===== src/rtl/pwm_pair_pkg.sv =====
package pwm_pair_pkg;

    // Buffered combining control: software copy, arming flag, generator copy
    typedef struct packed {
        logic buf_bit;
        logic armed;
        logic act;
    } edge_ctl_t;

    // Registered raw compare pulses
    typedef struct packed {
        logic even_p;
        logic odd_p;
    } raw_pulse_t;

endpackage


===== src/rtl/pwm_edge_ctl.sv =====
module pwm_edge_ctl
    import pwm_pair_pkg::*;
(
    input  logic clk,
    input  logic rst_n,
    input  logic xor_wr,
    input  logic xor_wdata,
    input  logic ldok_set,
    input  logic load_cycle,
    output logic buf_bit,
    output logic act_bit
);

    edge_ctl_t st_d, st_q;
    logic      xfer;

    always_comb begin
        st_d = st_q;
        xfer = load_cycle && st_q.armed;
        if (xfer) begin
            st_d.act   = st_q.buf_bit;
            st_d.armed = 1'b0;
        end
        if (ldok_set) begin
            st_d.armed = 1'b1;
        end
        if (xor_wr) begin
            st_d.buf_bit = xor_wdata;
        end
    end

    always_ff @(posedge clk or negedge rst_n) begin
        if (!rst_n) begin
            st_q <= '0;
        end else begin
            st_q <= st_d;
        end
    end

    assign buf_bit = st_q.buf_bit;
    assign act_bit = st_q.act;

    // buffer only moves on a write
    p_buf_hold_r5: assert property (@(posedge clk) disable iff (!rst_n)
        !xor_wr |=> $stable(st_q.buf_bit));

    // generator copy changes only at an armed load cycle
    p_act_at_load_r6: assert property (@(posedge clk) disable iff (!rst_n)
        !$stable(st_q.act) |-> $past(load_cycle && st_q.armed));

    // arming is consumed by the transfer
    p_arm_clear_r7: assert property (@(posedge clk) disable iff (!rst_n)
        (load_cycle && st_q.armed && !ldok_set) |=> !st_q.armed);

endmodule


===== src/rtl/pwm_cmp_stage.sv =====
module pwm_cmp_stage
    import pwm_pair_pkg::*;
#(
    parameter int CNT_W = 16
) (
    input  logic             clk,
    input  logic             rst_n,
    input  logic [CNT_W-1:0] cnt_in,
    input  logic [CNT_W-1:0] val_even,
    input  logic [CNT_W-1:0] val_odd,
    output logic             even_p,
    output logic             odd_p
);

    raw_pulse_t rp_d, rp_q;

    always_comb begin
        rp_d.even_p = (cnt_in >= val_even);
        rp_d.odd_p  = (cnt_in >= val_odd);
    end

    always_ff @(posedge clk or negedge rst_n) begin
        if (!rst_n) begin
            rp_q <= '0;
        end else begin
            rp_q <= rp_d;
        end
    end

    assign even_p = rp_q.even_p;
    assign odd_p  = rp_q.odd_p;

endmodule


===== src/rtl/pwm_deadtime.sv =====
module pwm_deadtime #(
    parameter int DT_W = 8
) (
    input  logic            clk,
    input  logic            rst_n,
    input  logic            gen,
    input  logic            lo_indep,
    input  logic            compl_mode,
    input  logic            mask,
    input  logic [DT_W-1:0] deadtime,
    output logic            out_hi,
    output logic            out_lo
);

    localparam logic [DT_W-1:0] GAP_MAX = {DT_W{1'b1}};

    typedef struct packed {
        logic            hi;
        logic            lo;
        logic [DT_W-1:0] gap;
    } dt_state_t;

    dt_state_t st_d, st_q;
    logic      gap_ok;

    always_comb begin
        st_d   = st_q;
        gap_ok = (st_q.gap >= deadtime);
        if (compl_mode) begin
            st_d.hi = gen && !st_q.lo && gap_ok;
            st_d.lo = !gen && !st_q.hi && gap_ok;
        end else begin
            st_d.hi = gen;
            st_d.lo = lo_indep;
        end
        if (st_d.hi || st_d.lo) begin
            st_d.gap = '0;
        end else if (st_q.gap != GAP_MAX) begin
            st_d.gap = st_q.gap + 1'b1;
        end
    end

    always_ff @(posedge clk or negedge rst_n) begin
        if (!rst_n) begin
            st_q <= '0;
        end else begin
            st_q <= st_d;
        end
    end

    assign out_hi = st_q.hi;
    assign out_lo = st_q.lo;

    // never both on
    p_no_overlap_r10: assert property (@(posedge clk) disable iff (!rst_n)
        !(st_q.hi && st_q.lo));

    // high side rises only after the low side was off
    p_hi_gap_r8: assert property (@(posedge clk) disable iff (!rst_n)
        ($rose(st_q.hi) && $past(compl_mode)) |-> $past(!st_q.lo));

    // masking in complementary mode keeps the high side off
    p_mask_hi_r9: assert property (@(posedge clk) disable iff (!rst_n)
        (mask && compl_mode) |=> !st_q.hi);

    // masking in independent mode keeps both off
    p_mask_ind_r9: assert property (@(posedge clk) disable iff (!rst_n)
        (mask && !compl_mode) |=> (!st_q.hi && !st_q.lo));

endmodule


===== src/rtl/pwm_xor_pair.sv =====
module pwm_xor_pair #(
    parameter int CNT_W = 16,
    parameter int DT_W  = 8
) (
    input  logic             clk,
    input  logic             rst_n,
    input  logic [CNT_W-1:0] cnt_in,
    input  logic [CNT_W-1:0] val_even,
    input  logic [CNT_W-1:0] val_odd,
    input  logic             xor_wr,
    input  logic             xor_wdata,
    input  logic             ldok_set,
    input  logic             load_cycle,
    input  logic             compl_mode,
    input  logic             mask,
    input  logic [DT_W-1:0]  deadtime,
    output logic             out_hi,
    output logic             out_lo,
    output logic             xor_rdbk
);

    logic even_p, odd_p, act_bit;
    logic gen, lo_indep;

    pwm_edge_ctl u_ctl (
        .clk        (clk),
        .rst_n      (rst_n),
        .xor_wr     (xor_wr),
        .xor_wdata  (xor_wdata),
        .ldok_set   (ldok_set),
        .load_cycle (load_cycle),
        .buf_bit    (xor_rdbk),
        .act_bit    (act_bit)
    );

    pwm_cmp_stage #(.CNT_W(CNT_W)) u_cmp (
        .clk      (clk),
        .rst_n    (rst_n),
        .cnt_in   (cnt_in),
        .val_even (val_even),
        .val_odd  (val_odd),
        .even_p   (even_p),
        .odd_p    (odd_p)
    );

    // Pulse combining ahead of the complementary split
    always_comb begin
        if (mask) begin
            gen = 1'b0;
        end else if (compl_mode && act_bit) begin
            gen = even_p ^ odd_p;
        end else begin
            gen = even_p && !odd_p;
        end
        lo_indep = odd_p && !mask;
    end

    pwm_deadtime #(.DT_W(DT_W)) u_dt (
        .clk        (clk),
        .rst_n      (rst_n),
        .gen        (gen),
        .lo_indep   (lo_indep),
        .compl_mode (compl_mode),
        .mask       (mask),
        .deadtime   (deadtime),
        .out_hi     (out_hi),
        .out_lo     (out_lo)
    );

    // independent mode passes the odd pulse straight to the low side
    p_indep_lo_r4: assert property (@(posedge clk) disable iff (!rst_n)
        (!compl_mode && !mask) |=> (out_lo == $past(odd_p)));

endmodule


===== config.mk =====
export PLATFORM = sky130hd
export DESIGN_NAME = pwm_xor_pair
export DESIGN_NICKNAME = d
export VERILOG_FILES = /design/src/rtl/pwm_pair_pkg.sv /design/src/rtl/pwm_edge_ctl.sv /design/src/rtl/pwm_cmp_stage.sv /design/src/rtl/pwm_deadtime.sv /design/src/rtl/pwm_xor_pair.sv
export SDC_FILE = /design/constraint.sdc
export NUM_CORES = 1
export LEC_CHECK = 0
export ABC_AREA = 1
export BUFFER_PORTS_ARGS = -buffer_cell sky130_fd_sc_hd__clkbuf_2
export CORE_MARGIN = 2
export CORE_UTILIZATION = 45
export CTS_CLUSTER_DIAMETER = 80
export DETAILED_ROUTE_END_ITERATION = 8
export PLACE_DENSITY_LB_ADDON = 0.05
export REMOVE_ABC_BUFFERS = 1
export SETUP_SLACK_MARGIN = 0.4
export SLEW_MARGIN = 30
export SYNTH_ARGS = -nofsm -noshare
export SYNTH_HDL_FRONTEND = slang
export SYNTH_SLANG_ARGS = --single-unit

===== constraint.sdc =====
create_clock -name clk -period 1.9 [get_ports clk]
set_clock_uncertainty 0.2 [all_clocks]
set_input_delay 0.285 -clock clk [delete_from_list [all_inputs] [get_ports clk]]
set_output_delay 0.285 -clock clk [all_outputs]
set_load 0.02 [all_outputs]

Yosys cells after proc, flatten, opt, wreduce, memory -nomap -nowiden:

Index checks and enable logic that the tools add are counted.
Widths: inputs -> output; s select.

* register bits after elaboration: 15
* input bits: 64
* output and inout bits: 3

* $add $sub $neg: 1
* magnitude comparators: 3
* equal/unequal tests: 1
* muxes and demuxes: 7
* bitwise gates (word level): 1
* reduce and logical (&&, ||, !) cells: 16

Operators by type and width (count)
* $ge 16x16->1: 2
* $mux 8: 2
* $add 8x1->8 const B: 1
* $ge 8x8->1: 1
* $logic_and 1x1->1: 8
* $ne 8x8->1 const B: 1
* $logic_not 1->1: 5
* $mux 2: 2
* $reduce_bool 2->1: 2
* $mux 1: 3
* $logic_or 1x1->1: 1
* $xor 1x1->1: 1

Longest topological paths before layout:

* word-level depth: 10
* mapped depth: 12
* mapped depth without buffers: 12

By module:

Synthesis repeated with hierarchy kept, for this count alone.

* cells, all modules: 262
* area total of the unflattened synthesis: 1841.8 um^2

Modules (own cells, without submodules)
* pwm_cmp_stage: times used 1, cells each 142, area each 894.6 um^2, sequential area each 50.0 um^2
* pwm_deadtime: times used 1, cells each 100, area each 790.8 um^2, sequential area each 250.2 um^2
* pwm_edge_ctl: times used 1, cells each 12, area each 115.1 um^2, sequential area each 75.1 um^2
* pwm_xor_pair: times used 1, cells each 8, area each 41.3 um^2, sequential area each 0.0 um^2

Worst setup path before layout:

No wires, ideal clock.

* kind: register to register
* start point: register u_dt.st_q[3] (netlist bit)
* end point: register u_dt.st_q[0] (netlist bit)
* setup time: 0.081 ns
* data arrival time: 1.386 ns
* data required time: 1.619 ns
* slack: 0.233 ns
* stages on the path, launching flop included: 11
* path buffers: 0
* cell sequence: dfrtp_1 -> ha_1 -> nand2_1 -> nor2_1 -> nor2_1 -> nand2_1 -> nand2_1 -> nand2_1 -> nand2_1 -> nand2_2 -> nor3_2

RTL lines
* start: declaration: line pwm_deadtime.sv:23 `dt_state_t st_d, st_q;`
* start signal: assignment: line pwm_deadtime.sv:47 `st_q <= st_d;`

==> results.json <==
{
  "status": "finished clean",
  "antenna_found_initial": 0,
  "synth_common_cells": "inv_1, ha_1, nand2_1, a21oi_1",
  "routed_wl_mm": 3.88,
  "drv_slew": 0,
  "powerDensity_nw_per_um2": 615,
  "yosys_warnings": 0,
  "path_class": "register to register",
  "crit_fanout": 5,
  "fin_hold_ws_ns": 0.0294,
  "synth_cell_type_count": 24,
  "dr.pass1.iters": 4,
  "critical-path-slowest-cell": "dfrtp_1",
  "finalCritPeriodShare_pct": 93.5,
  "via_per_inst": 4.80,
  "grt_usage_pct": 19.6,
  "tns_ns": 0,
  "insertion_delay_ns": 0.24,
  "numPortBuffers": 66,
  "grt_pass1_wl_mm": 6.85,
  "grt_max_degree": 16,
  "die_x_um": 67.0,
  "hold_viol_final": 0,
  "wire_per_inst_um": 10.5,
  "synth_edf_count": 0,
  "clk_path_buf_depth": 2,
  "cp_slowest_stage_delay_ns": 0.40,
  "nNetsFinal": 430,
  "cts_tree": "yes",
  "core.rowCount": 22,
  "synth_seq_cells": 15,
  "p_leak_nw": 1.42,
  "dr.first_iter.drc_count": 38,
  "synthFlopType": "dfrtp_1",
  "cts.sinks": 15,
  "cts-root-buf": "clkbuf_8",
  "timing.final.crit_period_ns": 1.78,
  "area_growth_syn_to_layout_pct": 35.0,
  "required_ns": 1.86,
  "synth.top_cells.by_area": "ha_1, dfrtp_1, inv_1",
  "syn-instance-count": 246,
  "n_antenna_cell": 0,
  "setup_viol": 0,
  "yosysTopAreaCellShare_pct": 29.4,
  "grt.overflow.total": 0,
  "synthArstFlopShare_pct": 100,
  "cts_inserted_buffers": 3,
  "hpwl_mm": 3.18,
  "synth_top_area_cell": "ha_1",
  "hold_path_class": "input port to register",
  "drtAntennaViolNets": 0,
  "die_area_um2": 4490,
  "rsz0062_at_grt": "true",
  "vdd_drop_max_uv": 435,
  "grt_pass1_vias": 1723,
  "cp_data_arrival_time_ns": 1.74,
  "slew_headroom_pct": 72.8,
  "routabilityCongestion": 0.775,
  "path_cells": "ha_1 -> nand2_2 -> nor2_2 -> nor2_1 -> nand2_1 -> nand2_1 -> nand2_2 -> nand2_4 -> nand2_8 -> nor3_4",
  "io_pins": 67,
  "yosysMostFrequentCell": "inv_1",
  "h-tree-depth": 1,
  "synth_area_um2": 1790,
  "core-area_um2": 3740,
  "crit_buf_inv": 0,
  "drc": 0,
  "start_kind": "register",
  "pre_cts_ws_ns": 0.107,
  "tightest_slew_ns": 0.403,
  "fmax_ghz": 0.563,
  "initial_core_util_pct": 47.8,
  "crit_family": "simple AND/OR/NAND/NOR gates",
  "drive_gt1_share_pct": 31.9,
  "cp-end-kind": "register",
  "syn_avg_cell_area_um2": 7.27,
  "fin_ws_ns": 0.124,
  "fp.dieH_um": 67.0,
  "ys_seq_area_share_pct": 21.0,
  "path_clk_slew_ns": 0.06,
  "cap_violations": 0,
  "vias": 1779
}
==> layout make-up <==
type                       instances  area (um2)
inverter                          58         218
timing repair buffer              73         385
fill                             351        1330
tap                               48        60.1
sequential                        15         377
clock buffer                       4        45.0
multi-input combinational        173        1330
==> path summary, 6_finish.rpt <==
kind	startpoint	slack, ns	depth (start not counted)	endpoint
worst max-delay path	u_dt.st_q[2]$_DFFE_PN0P_	0.12	10	u_dt.st_q[1]$_DFFE_PN0P_
worst max register to register	u_dt.st_q[2]$_DFFE_PN0P_	0.12	10	u_dt.st_q[1]$_DFFE_PN0P_
max in group asynchronous	rst_n	0.93	2	u_dt.st_q[1]$_DFFE_PN0P_
worst min register to register	u_ctl.st_q[1]$_DFFE_PN0P_	0.29	1	u_ctl.act_bit$_DFFE_PN0P_
worst min-delay path	ldok_set	0.03	2	u_ctl.st_q[1]$_DFFE_PN0P_
min in group asynchronous	rst_n	0.28	2	u_dt.st_q[2]$_DFFE_PN0P_
==> per-layer routing <==
| layer | share of wire, % | vias up | track usage, % | routed length, um |
|---|---|---|---|---|
| met5 | 0 | - | 0 | 0 |
| met4 | 0.82 | 0 | 5.10 | 32 |
| met3 | 5.8 | 5 | 2.03 | 227 |
| met2 | 44 | 52 | 33.9 | 1720 |
| met1 | 49 | 765 | 25.8 | 1910 |
| li1 | - | 957 | - | - |
==> registers in the layout, indices dropped and copies added, names as in the netlist <==
signal	cells
u_dt.st_q	8
u_cmp.even_p	1
u_cmp.odd_p	1
u_ctl.act_bit	1
u_ctl.buf_bit	1
u_ctl.st_q	1
u_dt.out_hi	1
u_dt.out_lo	1
==> through the flow <==
stage / power [mW] / instances / instance area, um2 / util [%]
detailed placement: 1.10 / 362 / 2190 / 58.5
global route: 1.64 / 371 / 2410 / 64.5
floorplan: 0.872 / 244 / 1770 / -
global placement: 1.09 / 362 / 2190 / 58.5
CTS: 1.37 / 368 / 2280 / 61.0
finish: 1.48 / 371 / 2410 / 64.5
==> report_power, final <==
group	switching (mW)	internal, mW
Clock	0.106	0.148
Combinational	0.412	0.370
Sequential	0.0634	0.383
Total	0.581	0.902
==> cells by family (layout without fill, tap and decap cells) <==
logic type	count (synthesis)	count (layout)	synth area share (%)
flops	15	15	21.0
simple gates	87	89	23.2
fa+ha+maj	42	42	29.4
compound gates	40	40	12.2
buf+inv	60	135	13.2
xor+xnor	2	2	0.980
==> cell usage in the layout, fill, tap and decap left out, drive strengths merged <==
cell type	n
or2	1
o21ai	12
o21bai	1
nand2	45
xor2	2
ha	42
clkbuf	70
o211ai	2
nand3	14
dfrtp	15
nand4	4
nor3	10
nor2	15
inv	58
dlygate4sd3	1
o21a	1
a31o	1
buf	6
a31oi	1
a21oi	22
==> what timing repair did <==
action,4_1_cts,5_1_grt
setup buffers,0,2
resized for setup,8,15
hold endpoints to repair,15,0
setup endpoints to repair,10,10
gates cloned,1,1
pin swaps,3,11
hold buffers,1,0
Note: power is estimated with default switching activity, not from simulation.
